### src/rtl/cct_pkg.sv
package cct_pkg;

    typedef enum logic [1:0] {
        CLK_STOP = 2'b00,
        CLK_BUS  = 2'b01,
        CLK_DIV  = 2'b10,
        CLK_PIN  = 2'b11
    } clk_sel_e;

    typedef enum logic [1:0] {
        EDGE_OFF  = 2'b00,
        EDGE_RISE = 2'b01,
        EDGE_FALL = 2'b10,
        EDGE_ANY  = 2'b11
    } cap_edge_e;

    typedef struct packed {
        logic      restart;
        cap_edge_e edge_sel;
        clk_sel_e  clk_sel;
    } mode_t;

    localparam int MODE_W = $bits(mode_t);

    typedef enum logic [1:0] {
        A_MODE = 2'd0,
        A_REF  = 2'd1,
        A_CAP  = 2'd2,
        A_CNT  = 2'd3
    } reg_addr_e;

endpackage

### src/rtl/cct_prescaler.sv
module cct_prescaler #(
    parameter int DIV = 16
) (
    input  logic clk,
    input  logic rst_n,
    input  logic run,
    output logic tick
);
    localparam int PW = (DIV > 1) ? $clog2(DIV) : 1;
    localparam logic [PW-1:0] LAST = PW'(DIV - 1);

    logic [PW-1:0] cnt_d, cnt_q;

    always_comb begin
        cnt_d = '0;
        if (run) begin
            cnt_d = (cnt_q == LAST) ? '0 : cnt_q + 1'b1;
        end
    end

    always_ff @(posedge clk or negedge rst_n) begin
        if (!rst_n) cnt_q <= '0;
        else        cnt_q <= cnt_d;
    end

    assign tick = run && (cnt_q == LAST);
endmodule

### src/rtl/cct_pin_edge.sv
module cct_pin_edge #(
    parameter int STAGES = 2
) (
    input  logic clk,
    input  logic rst_n,
    input  logic pin,
    output logic rise,
    output logic fall
);
    // STAGES synchroniser flops plus one history flop
    logic [STAGES:0] sh_d, sh_q;

    always_comb begin
        sh_d = {sh_q[STAGES-1:0], pin};
    end

    always_ff @(posedge clk or negedge rst_n) begin
        if (!rst_n) sh_q <= '0;
        else        sh_q <= sh_d;
    end

    assign rise = sh_q[STAGES-1] & ~sh_q[STAGES];
    assign fall = ~sh_q[STAGES-1] & sh_q[STAGES];
endmodule

### src/rtl/cc_timer_chan.sv
module cc_timer_chan #(
    parameter int CNT_W       = 32,
    parameter int PRE_DIV     = 16,
    parameter int SYNC_STAGES = 2
) (
    input  logic             clk,
    input  logic             rst_n,
    input  logic             bus_wr,
    input  logic [1:0]       bus_addr,
    input  logic [CNT_W-1:0] bus_wdata,
    output logic [CNT_W-1:0] bus_rdata,
    input  logic             pin_in,
    output logic             match_evt,
    output logic             cap_evt
);
    import cct_pkg::*;

    typedef struct packed {
        mode_t            mode;
        logic [CNT_W-1:0] ref_v;
        logic [CNT_W-1:0] cap;
        logic [CNT_W-1:0] cnt;
        logic             match;
        logic             capev;
    } state_t;

    localparam state_t RESET_ST = '{
        mode:  '0,
        ref_v: '1,
        cap:   '0,
        cnt:   '0,
        match: 1'b0,
        capev: 1'b0
    };

    state_t st_d, st_q;

    mode_t            mode_q;
    logic [CNT_W-1:0] ref_q, cap_q, cnt_q;
    assign mode_q = st_q.mode;
    assign ref_q  = st_q.ref_v;
    assign cap_q  = st_q.cap;
    assign cnt_q  = st_q.cnt;

    logic pre_tick, pin_rise, pin_fall;

    cct_prescaler #(.DIV(PRE_DIV)) u_pre (
        .clk   (clk),
        .rst_n (rst_n),
        .run   (mode_q.clk_sel == CLK_DIV),
        .tick  (pre_tick)
    );

    cct_pin_edge #(.STAGES(SYNC_STAGES)) u_edge (
        .clk   (clk),
        .rst_n (rst_n),
        .pin   (pin_in),
        .rise  (pin_rise),
        .fall  (pin_fall)
    );

    logic             adv;
    logic             cap_hit;
    logic [CNT_W-1:0] cnt_inc;

    always_comb begin
        unique case (mode_q.clk_sel)
            CLK_BUS: adv = 1'b1;
            CLK_DIV: adv = pre_tick;
            CLK_PIN: adv = pin_rise;
            default: adv = 1'b0;
        endcase

        unique case (mode_q.edge_sel)
            EDGE_RISE: cap_hit = pin_rise;
            EDGE_FALL: cap_hit = pin_fall;
            EDGE_ANY:  cap_hit = pin_rise | pin_fall;
            default:   cap_hit = 1'b0;
        endcase
        // pin as count clock excludes it as capture input
        if (mode_q.clk_sel == CLK_PIN) cap_hit = 1'b0;

        cnt_inc = cnt_q + 1'b1;

        st_d       = st_q;
        st_d.match = 1'b0;
        st_d.capev = 1'b0;

        if (adv) begin
            if (cnt_inc == ref_q) begin
                st_d.match = 1'b1;
                st_d.cnt   = mode_q.restart ? '0 : cnt_inc;
            end else begin
                st_d.cnt   = cnt_inc;
            end
        end

        if (cap_hit) begin
            st_d.cap   = cnt_q;
            st_d.capev = 1'b1;
        end

        if (bus_wr) begin
            unique case (reg_addr_e'(bus_addr))
                A_MODE: st_d.mode  = mode_t'(bus_wdata[MODE_W-1:0]);
                A_REF:  st_d.ref_v = bus_wdata;
                A_CNT: begin
                    st_d.cnt   = '0;
                    st_d.match = 1'b0;
                end
                default: ;
            endcase
        end
    end

    always_ff @(posedge clk or negedge rst_n) begin
        if (!rst_n) st_q <= RESET_ST;
        else        st_q <= st_d;
    end

    always_comb begin
        bus_rdata = '0;
        unique case (reg_addr_e'(bus_addr))
            A_MODE: bus_rdata[MODE_W-1:0] = mode_q;
            A_REF:  bus_rdata = ref_q;
            A_CAP:  bus_rdata = cap_q;
            default: bus_rdata = cnt_q;
        endcase
    end

    assign match_evt = st_q.match;
    assign cap_evt   = st_q.capev;
endmodule

### config.mk
export PLATFORM = sky130hd
export DESIGN_NAME = cc_timer_chan
export DESIGN_NICKNAME = d
export VERILOG_FILES = /design/src/rtl/cct_pkg.sv /design/src/rtl/cct_prescaler.sv /design/src/rtl/cct_pin_edge.sv /design/src/rtl/cc_timer_chan.sv
export SDC_FILE = /design/constraint.sdc
export NUM_CORES = 1
export LEC_CHECK = 0
export BUFFER_PORTS_ARGS = -buffer_cell sky130_fd_sc_hd__buf_2
export CORE_MARGIN = 2
export CORE_UTILIZATION = 23
export DETAILED_ROUTE_END_ITERATION = 8
export SYNTH_ARGS = -nofsm -noshare
export SYNTH_HDL_FRONTEND = slang
export SYNTH_HIERARCHICAL = 1
export SYNTH_SLANG_ARGS = --single-unit
export TNS_END_PERCENT = 1
### constraint.sdc
create_clock -name clk -period 6.5 [get_ports clk]
set_input_delay 1.95 -clock clk [delete_from_list [all_inputs] [get_ports clk]]
set_output_delay 1.95 -clock clk [all_outputs]
set_load 0.01 [all_outputs]
Yosys cells after proc, flatten, opt, wreduce, memory -nomap -nowiden:

Cells that the tools add are included.

* logic and storage cells: 46
* output and inout port bits: 34
* flip-flop bits (word level): 110
* latch bits: 0
* ROM bits: 0
* memories: 0
* RAM bits: 0
* input bits: 38

* add/subtract/negate cells: 2
* $lt $le $gt $ge: 0
* multiplexer cells: 14
* divide/modulo/power cells: 0
* $mul: 0
* reduce and logical (&&, ||, !) cells: 4
* shift operators: 0
* bitwise logic cells: 5
* equal/unequal tests: 11

Operator list (count)
* 33-bit 2-to-1 mux: 3
* 27-bit case mux with 3 select lines: 1
* 32-bit 2-to-1 mux: 2
* 32-bit by 1-bit adder with 32-bit output, second input constant: 1
* 32-bit == test: 1
* 5-bit case mux with 3 select lines: 1
* 2-bit == test, second input constant: 6
* 4-bit 2-to-1 mux: 2
* 2-bit by 1-bit == test with 1-bit output, second input constant: 3
* 1-bit case mux with 3 select lines: 2
* 4-bit by 1-bit adder with 4-bit output, second input constant: 1
* 4-bit == test, second input constant: 1
* 2-bit AND reduction: 2
* 1-bit 2-to-1 mux: 3
* 1-bit AND: 2
* 2-bit logical NOT: 1
* 1-bit inverter: 2
* 1-bit logical AND: 1
* 1-bit bitwise OR: 1

Longest topological paths before layout:

Gate-level depths: netlist of run 1.

* depth after elaboration: 6
* mapped depth: 12

Hierarchy:

Netlist of run 1, hierarchy kept.

Modules (own cells, without submodules)
* cc_timer_chan: cells an instance 579, area each 6212.2 µm², times used 1, sequential area each 2617.5 µm²
* cct_prescaler: cells an instance 15, area each 173.9 µm², times used 1, sequential area each 100.1 µm²
* cct_pin_edge: cells an instance 5, area each 90.1 µm², times used 1, sequential area each 75.1 µm²

Worst setup path after synthesis of run 1:

OpenSTA, ideal clock, no wires.

* path kind: input -> output
* start point: input bus_addr[0]
* end point: output bus_rdata[0]
* data required time: 4550 ps
* cell stages on the path: 3
* arrival time: 3260 ps
* buffers on the path: 2
* slack: 1290 ps
* path through: clkbuf_1 buf_1 mux4_2

* word-level cells in the longest chain between the ends: 2
* elaborated cells on any way between the ends: 4
* those cells by class: eq/ne: 2; mux: 1; reduce/logical: 1

Ends and longest elaborated chain
* start, declared: line cc_timer_chan.sv:9 `input logic [1:0] bus_addr,`
* 2-bit == test, or another cell as far along: line cc_timer_chan.sv:123 `unique case (reg_addr_e'(bus_addr))`
* 5-bit case mux with 3 select lines (*): line cc_timer_chan.sv:123
* end, declared: line cc_timer_chan.sv:11 `output logic [CNT_W-1:0] bus_rdata,`

Every way passes the cells marked *; elsewhere a longest branch is shown, timed or not.

Worst setup path after layout of run 1:

* start point: input bus_addr[1]
* end point: output bus_rdata[14]

* word-level cells in the longest chain between the ends: 2
* elaborated cells on any way between the ends: 4
* those cells by class: eq/ne: 2; mux: 1; reduce/logical: 1

Ends and longest elaborated chain (line)
* 2-bit == test, or another cell as far along: cc_timer_chan.sv:123
* 27-bit case mux with 3 select lines (*): cc_timer_chan.sv:123

Marks and branches as above.

==> results of run 1 <==
-- final cells by class --
type	count	area [um2]	area share, %
multi-input cells	432	3447	46.17
repair buffers	77	402.9	5.396
inverters	6	22.52	0.3017
flip-flops and latches	110	2793	37.41
clock buffers	9	225.2	3.017
well taps	378	473.0	6.335
clock inverters	7	102.6	1.374
-- worst min path at each step --
stage,slack [ps],start,to,cells past startpoint
2_1_floorplan,330,u_edge/sh_q[0]$_DFF_PN0_,u_edge/sh_q[1]$_DFF_PN0_,0
3_5_place_dp,340,u_edge/sh_q[0]$_DFF_PN0_,u_edge/sh_q[1]$_DFF_PN0_,0
6_report,360,u_edge/sh_q[0]$_DFF_PN0_,u_edge/sh_q[1]$_DFF_PN0_,0
3_3_place_gp,340,u_edge/sh_q[0]$_DFF_PN0_,u_edge/sh_q[1]$_DFF_PN0_,0
4_1_cts,360,u_edge/sh_q[0]$_DFF_PN0_,u_edge/sh_q[1]$_DFF_PN0_,0
5_1_grt,370,u_edge/sh_q[0]$_DFF_PN0_,u_edge/sh_q[1]$_DFF_PN0_,0
-- metal layers --
layer,vias to the layer above,wire (um)
met5,-,0
met4,0,214
met3,14,718
met2,110,7616
met1,2404,8917
li1,2253,-
-- flip-flops by register name, summed over array words and instances, names as in the netlist --
name,cells
cap_q,32
cnt_q,32
ref_q,32
mode_q,5
u_pre/cnt_q,4
u_edge/sh_q,3
cap_evt,1
match_evt,1
-- where the power goes --
group | switching, mW | internal [mW] | total [mW]
registers | 0.101 | 0.791 | 0.893
logic | 0.216 | 0.196 | 0.412
clock network | 0.285 | 0.344 | 0.629
total | 0.602 | 1.33 | 1.93
-- synth_stat cells (all sizes together), types with 3 or more instances --
| cell | count |
|---|---|
| and2 | 3 |
| o21ai | 16 |
| nand4 | 19 |
| nor2 | 31 |
| a211o | 6 |
| mux2 | 95 |
| nand2b | 3 |
| o31a | 3 |
| inv | 6 |
| o31ai | 3 |
| nand3 | 16 |
| nor2b | 5 |
| or2 | 4 |
| or4 | 4 |
| clkbuf | 27 |
| a22o | 27 |
| nor3 | 12 |
| a31oi | 5 |
| mux4 | 5 |
| a21o | 9 |
| and4 | 10 |
| dfstp | 32 |
| xor2 | 22 |
| xnor2 | 38 |
| dfrtp | 78 |
| nand2 | 32 |
| a21oi | 12 |
| nor4 | 11 |
| or3 | 6 |
| buf | 24 |
| nor3b | 8 |
| and3 | 6 |
-- through the flow --
stage                     setup slack (ps)  hold slack, ps  power (mW)  util (%)
after global routing                  1095           370.7       2.035     26.87
after global placement                1210           344.4       1.310     25.69
final                                 1257           358.3       1.934     26.87
after floorplan                       1290           331.2       1.168         -
after detailed placement              1205           337.3       1.320     25.69
after CTS                             1176           361.9       1.955     26.87
-- logic make-up after synthesis --
group                      Yosys count  share of synthesized area [%]
DFF                                110                          43.12
buffers and inverters               57                          3.960
and+or+nand+nor                    174                          15.21
adders and majority gates            2                         0.3863
muxes                              100                          18.26
AOI/OAI and AO/OA                   96                          10.95
xor gates and xnor gates            60                          8.114
-- critical path, cell delays in order --
cell                      delay, ps
sky130_fd_sc_hd__buf_2          110
sky130_fd_sc_hd__nor2b_2        480
sky130_fd_sc_hd__buf_4          360
sky130_fd_sc_hd__a22o_1         220
sky130_fd_sc_hd__buf_2          140
==> results.rst, run 1 <==
.. list-table::
   :header-rows: 1

   * - Metric
     - Value
   * - Source-to-sink clock delay at the later pin of the worst-skew pair
     - 370 ps
   * - Via total after detailed routing
     - about 4.8k
   * - Most frequent standard cell in the layout excluding fill and tap cells
     - sky130_fd_sc_hd__mux2_2
   * - Actual transition at the worst max-transition pin
     - 1031 ps
   * - Highest clock frequency the design can meet
     - 0.1907 GHz
   * - Status
     - completed
   * - Source of the worst register-to-register timing path
     - cnt_q[6]$_DFF_PN0_
   * - Post-CTS Resized
     - 0
   * - Area enclosed by the die boundary
     - 0.02952 mm2
   * - Proportion of register bits with asynchronous set or reset after synthesis
     - 100.0%
   * - Horizontal die dimension
     - 171.8 um
   * - Layout cell share with drive strength beyond 1
     - 37.13%
   * - Power density of the placed cells
     - between 200 and 300 mW/mm2
   * - Number of flip-flops and latches in the synthesized netlist
     - 110
   * - Detailed Place HPWL
     - 12.13 mm
   * - Drt initial violations
     - approximately 350
   * - Top post-synthesis cells by area
     - sky130_fd_sc_hd__dfrtp_1, sky130_fd_sc_hd__mux2_2, sky130_fd_sc_hd__dfstp_2, sky130_fd_sc_hd__xnor2_1, sky130_fd_sc_hd__a22o_1
   * - Setup TNS after final layout
     - 0 ps
   * - Most congested layer reported by global routing
     - met1
   * - Clock tree buffer depth
     - 2
   * - Cell taking the most area after synthesis
     - sky130_fd_sc_hd__dfrtp_1
   * - Post-place instance area
     - 0.007138 mm2
   * - Critical Path End
     - bus_rdata[14]
   * - Worst IR Drop VDD
     - 0.1089 mV
   * - Unique cell type count in the Yosys netlist
     - 59
   * - Iteration count of the initial detailed-routing pass
     - 4
   * - GRT Util Overall
     - 12.16%
   * - Setup violations, final
     - 0
   * - Fill count
     - 2987
   * - Category of the worst setup path launch point
     - input port
   * - Htree depth
     - 3
   * - Largest fanout of any net on the critical path
     - 17
   * - Number of non-filler instances in the completed layout
     - 1019
   * - Via density per instance
     - roughly 4.7
   * - Met3 GRT Util
     - 2.462%
   * - Post-Syn Area
     - 0.006476 mm2
   * - Worst setup path class
     - input port to output port
   * - Vias in the first global route
     - 4696
   * - Height of the die
     - 171.8 um
   * - Routed length per instance
     - 17.14 um
   * - Number of routed nets with antenna violations
     - 0
   * - Total number of nets in the final design
     - about 680
   * - Count of pins over their slew limit
     - 0
   * - Antenna violations before repair
     - 0
   * - Final worst-path cycle share
     - between 80% and 90%
   * - Clk_skew
     - 11.83 ps
   * - Number of max-cap violations
     - 0
   * - Unrepaired setup endpoints after global routing
     - false
   * - Placed Cells
     - 1003
   * - HP Class
     - flip-flop to flip-flop
   * - Most frequent cells in the layout
     - sky130_fd_sc_hd__mux2_2, sky130_fd_sc_hd__dfrtp_1, sky130_fd_sc_hd__buf_2
   * - Required time worst endpoint
     - 4550 ps
   * - Hold violation count in the final report
     - 0
   * - Relative max-transition margin
     - 31.03%
   * - Register-to-Register Path Depth
     - 9
   * - Grt met2 use
     - 17.88%
   * - Net count after synthesis
     - approximately 640
   * - Total congestion overflow after global routing
     - 0
   * - Top-area cell type share of the netlist area
     - between 30% and 40%
   * - Type of destination of the critical path
     - output port
   * - Number of enable-type register cells in the synthesized netlist
     - 0
   * - Synthesis-to-finish area growth
     - 15.28%
   * - Leak Pwr
     - roughly 3.2 nW
   * - Clock tree sinks
     - 110
   * - Count of hold buffers inserted by post-cts repair
     - 0
   * - Clock buffer count from CTS
     - 9
   * - Largest net degree at the start of global routing
     - 75
   * - Final Wtd Congestion
     - 0.8688
   * - Sequential area share after synthesis
     - between 40% and 50%
   * - TritonCTS clock tree
     - built
   * - Number of port buffers
     - 71
   * - Wire length of the first global-routing pass
     - 27.49 mm
   * - Wire length after detailed routing
     - between 15 and 20 mm
   * - Minimum clock period after layout
     - 5243 ps
   * - Design area
     - 0.007466 mm2
   * - Effective utilization at floorplan
     - 23.31%
   * - Register-to-register setup slack
     - between 2000 and 2500 ps
   * - Placeable core region
     - between 0.02 and 0.03 mm2
   * - Reg clk slew, reported paths
     - 70 ps
   * - Worst R2R End
     - cnt_q[23]$_DFF_PN0_
   * - Number of antenna cells inserted
     - 0
   * - Startpoint of the most critical setup path
     - bus_addr[1]
   * - Top-level I/O count
     - 72
   * - Post-CTS setup-driven buffer insertion count
     - 0
   * - Number of rows in the core area
     - approximately 60
   * - Data arrival time at the worst-slack endpoint
     - 3290 ps
   * - Synthesized netlist cell count
     - 599
   * - Clock tree root buffer cell
     - sky130_fd_sc_hd__clkbuf_16
   * - Avg Cell Area, Syn
     - about 11 um2
   * - # DRC
     - 0
   * - Synthesis Warnings
     - 6
   * - Synth Flop Type
     - sky130_fd_sc_hd__dfrtp_1
   * - Global Route met1 Usage
     - 17.98%
Note: power is estimated with default switching activity, not from simulation.
==> inputs of run 2 (changes only) <==
ABC_AREA = 1   (was default)
clock period = 4.9 ns   (was 6.5 ns; I/O delays follow)
==> run 2 against run 1 <==
Effect of this change:
- critical path depth grew 2
- via count up 36%
- cell count increased by 39%
- largest cell class unchanged
- clock power increased by 12%
- sequential cell count unchanged
- first-iteration DRC count increased by 32%
- power is 30% higher
- worst hold slack about the same
- utilization up 0.25 points
- critical path type unchanged
==> results.rst, run 2 <==
.. list-table::
   :header-rows: 1

   * - Metric
     - Value
   * - Horizontal die dimension
     - 175.3 um (was 171.8 um)
   * - Reg clk slew, reported paths
     - 70 ps (about the same)
   * - Setup TNS after final layout
     - 0 ps (unchanged)
   * - Register-to-register setup slack
     - 1730 ps (was 2450 ps)
   * - Highest cell delay on the worst timing path
     - 640 ps (was 480 ps)
   * - Worst IR Drop VDD
     - 0.1399 mV (was 0.1089 mV)
   * - Final worst-path cycle share
     - around 95%
   * - Placed Cells
     - 1404 (was 1003)
   * - Category of the worst setup path launch point
     - input port (unchanged)
   * - Iteration count of the initial detailed-routing pass
     - 5 (was 4)
   * - Clock tree sinks
     - 110 (unchanged)
   * - Number of enable-type register cells in the synthesized netlist
     - 0 (unchanged)
   * - Post-CTS setup-driven buffer insertion count
     - 0 (unchanged)
   * - Top post-synthesis cells by area
     - sky130_fd_sc_hd__dfrtp_1, sky130_fd_sc_hd__nand2_1, sky130_fd_sc_hd__dfstp_2, sky130_fd_sc_hd__nor2_1, sky130_fd_sc_hd__a21oi_1 (was sky130_fd_sc_hd__dfrtp_1, sky130_fd_sc_hd__mux2_2, sky130_fd_sc_hd__dfstp_2, sky130_fd_sc_hd__xnor2_1, sky130_fd_sc_hd__a22o_1)
   * - Relative max-transition margin
     - 26.13% (was 31.03%)
   * - Synthesis-to-finish area growth
     - 15.73% (was 15.28%)
   * - Clk_skew
     - 8.407 ps (was 11.83 ps)
   * - Number of port buffers
     - 71 (unchanged)
   * - Total congestion overflow after global routing
     - 0 (unchanged)
   * - Power density of the placed cells
     - 320.9 mW/mm2 (was 259.0 mW/mm2)
   * - Number of flip-flops and latches in the synthesized netlist
     - 110 (unchanged)
   * - Source-to-sink clock delay at the later pin of the worst-skew pair
     - 360 ps (was 370 ps)
   * - Synthesized netlist cell count
     - 974 (was 599)
   * - Number of routed nets with antenna violations
     - 0 (unchanged)
   * - Number of rows in the core area
     - 62 (was 61)
   * - Layout cell share with drive strength beyond 1
     - 17.18% (was 37.13%)
   * - Sequential area share after synthesis
     - 41.40% (was 43.12%)
   * - Hold violation count in the final report
     - 0 (unchanged)
   * - GRT Util Overall
     - 14.40% (was 12.16%)
   * - Minimum clock period after layout
     - 4638 ps
   * - Htree depth
     - 3 (unchanged)
   * - Most frequent cells in the layout
     - sky130_fd_sc_hd__nand2_1, sky130_fd_sc_hd__nor2_1, sky130_fd_sc_hd__inv_1 (was sky130_fd_sc_hd__mux2_2, sky130_fd_sc_hd__dfrtp_1, sky130_fd_sc_hd__buf_2)
   * - Setup violations, final
     - 0 (unchanged)
   * - Clock buffer count from CTS
     - 9 (unchanged)
   * - Unique cell type count in the Yosys netlist
     - 34 (was 59)
   * - Count of hold buffers inserted by post-cts repair
     - 0 (unchanged)
   * - Antenna violations before repair
     - 0 (unchanged)
   * - Leak Pwr
     - 3.509 nW (was 3.176 nW)
   * - Net count after synthesis
     - 1014 (was 639)
   * - Required time worst endpoint
     - 3430 ps (was 4550 ps)
   * - Detailed Place HPWL
     - 16.31 mm (was 12.13 mm)
   * - Top-level I/O count
     - 72 (unchanged)
   * - Type of destination of the critical path
     - output port (unchanged)
   * - Most frequent standard cell in the layout excluding fill and tap cells
     - sky130_fd_sc_hd__nand2_1 (was sky130_fd_sc_hd__mux2_2)
   * - Placeable core region
     - 0.02878 mm2 (was 0.02778 mm2)
   * - Largest fanout of any net on the critical path
     - 13 (was 17)
   * - Synthesis Warnings
     - 6 (unchanged)
   * - Fin util
     - 27.12% (was 26.87%)
   * - Clock tree root buffer cell
     - sky130_fd_sc_hd__clkbuf_16 (unchanged)
   * - Wire length of the first global-routing pass
     - 34.50 mm (was 27.49 mm)
   * - Cell taking the most area after synthesis
     - sky130_fd_sc_hd__dfrtp_1 (unchanged)
   * - Post-CTS Resized
     - 0 (unchanged)
   * - Final Wtd Congestion
     - 0.9140 (was 0.8688)
   * - Number of antenna cells inserted
     - 0 (unchanged)
   * - Highest clock frequency the design can meet
     - 0.2156 GHz
   * - Number of non-filler instances in the completed layout
     - 1420 (was 1019)
   * - Worst setup path class
     - input port to output port (unchanged)
   * - Post-Syn Area
     - 0.006745 mm2 (was 0.006476 mm2)
   * - Synth Flop Type
     - sky130_fd_sc_hd__dfrtp_1 (unchanged)
   * - Fin worst setup slack
     - 261.7 ps (was 1257 ps)
   * - Number of max-cap violations
     - 0 (unchanged)
   * - Vias in the first global route
     - 6402 (was 4696)
   * - Worst slack at placement
     - 196.1 ps (was 1205 ps)
   * - Most frequent cell after synthesis
     - sky130_fd_sc_hd__nand2_1 (was sky130_fd_sc_hd__mux2_2)
   * - Via total after detailed routing
     - 6526 (was 4781)
   * - Routed length per instance
     - 15.34 um (was 17.14 um)
   * - Total design power
     - 2.505 mW (was 1.934 mW)
   * - Cell Chain, Critical Path
     - buf_2, inv_1, nor2_1, clkinv_1, buf_4, o221ai_1, buf_2 (was buf_2, nor2b_2, buf_4, a22o_1, buf_2)
   * - Top-area cell type share of the netlist area
     - 28.94% (was 30.14%)
   * - Dominant cell type by count on the critical path
     - sky130_fd_sc_hd__buf_2 (unchanged)
   * - Total number of nets in the final design
     - 1071 (was 676)
   * - Crit path max-delay cell type
     - sky130_fd_sc_hd__clkinv_1 (was sky130_fd_sc_hd__nor2b_2)
   * - Proportion of register bits with asynchronous set or reset after synthesis
     - 100.0% (unchanged)
   * - Avg Cell Area, Syn
     - 6.925 um2 (was 10.81 um2)
   * - Via density per instance
     - 4.596 (was 4.692)
   * - Actual transition at the worst max-transition pin
     - 1108 ps (was 1031 ps)
   * - Unrepaired setup endpoints after global routing
     - false (unchanged)
   * - Count of pins over their slew limit
     - 0 (unchanged)
   * - Status
     - completed (unchanged)
   * - TritonCTS clock tree
     - built (unchanged)
   * - # DRC
     - 0 (unchanged)
   * - Clock tree buffer depth
     - 2 (unchanged)
   * - Height of the die
     - 175.3 um (was 171.8 um)
   * - Effective utilization at floorplan
     - 23.44% (was 23.31%)
   * - Area enclosed by the die boundary
     - 0.03071 mm2 (was 0.02952 mm2)
   * - HP Class
     - flip-flop to flip-flop (unchanged)
   * - Drt initial violations
     - 454 (was 345)
   * - Synth cell count leaders
     - sky130_fd_sc_hd__nand2_1, sky130_fd_sc_hd__nor2_1, sky130_fd_sc_hd__inv_1, sky130_fd_sc_hd__dfrtp_1, sky130_fd_sc_hd__a21oi_1 (was sky130_fd_sc_hd__mux2_2, sky130_fd_sc_hd__dfrtp_1, sky130_fd_sc_hd__xnor2_1, sky130_fd_sc_hd__dfstp_2, sky130_fd_sc_hd__nand2_1)
   * - Data arrival time at the worst-slack endpoint
     - 3170 ps (was 3290 ps)
   * - Wire length after detailed routing
     - 21.79 mm (was 17.47 mm)
   * - Largest net degree at the start of global routing
     - 66 (was 75)
run 2: worst paths after layout:
check                                          from                        to  cells past startpoint
min reg2reg                u_edge/sh_q[0]$_DFF_PN0_  u_edge/sh_q[1]$_DFF_PN0_                      0
max in group asynchronous                     rst_n     ref_q[13]$_DFFE_PN1P_                      2
min in group asynchronous                     rst_n     mode_q[3]$_DFFE_PN0P_                      1
max                                     bus_addr[0]             bus_rdata[11]                      7
min                        u_edge/sh_q[0]$_DFF_PN0_  u_edge/sh_q[1]$_DFF_PN0_                      0
max reg2reg                      cnt_q[0]$_DFF_PN0_       cnt_q[15]$_DFF_PN0_                     12
run 2: final cells by class:
| type | count | area (um2) |
|---|---|---|
| Fill cell | 3170 | 20970 |
| Multi-Input combinational cell | 738 | 3462 |
| Sequential cell | 110 | 2793 |
| Tap cell | 384 | 480.5 |
| Timing Repair Buffer | 79 | 442.9 |
| Inverter | 93 | 349.1 |
| Clock buffer | 12 | 246.5 |
| Clock inverter | 4 | 32.53 |
run 2: cell families (layout without fill, tap and decap cells):
family	count (synthesis)	count (layout)	share of synthesized area, %
compound gates	159	159	13.71
flops	110	110	41.40
fa+ha+maj	2	2	0.3709
mux	3	3	0.5008
buf+inv	126	188	7.345
xor+xnor	4	4	0.5195
simple gates	570	570	36.15
run 2: power by group:
group / switching [mW] / leakage [nW] / internal (mW)
logic: 0.381 / 1.99 / 0.207
registers: 0.116 / 1.39 / 1.10
clock network: 0.344 / 0.129 / 0.362
total: 0.841 / 3.51 / 1.66
run 2: through the flow:
step	hold WS [ps]	instance area (um2)
2_1_floorplan	331.2	6745
3_3_place_gp	338.2	7527
3_5_place_dp	349.7	7527
4_1_cts	362.9	7806
5_1_grt	371.4	7806
6_report	358.3	7806
run 2: per-layer routing:
metal,wire length [um],GRT usage [%],vias to the layer above
li1,-,-,3259
met1,9798,18.76,3088
met2,10400,24.15,152
met3,915,2.143,27
met4,669,5.347,0
met5,0,0,-
run 2: worst max-delay path, delay by kind of cell:
kind	cells	cell delay, ps
simple gates	1	130
compound gates	1	180
buf+inv	5	1400
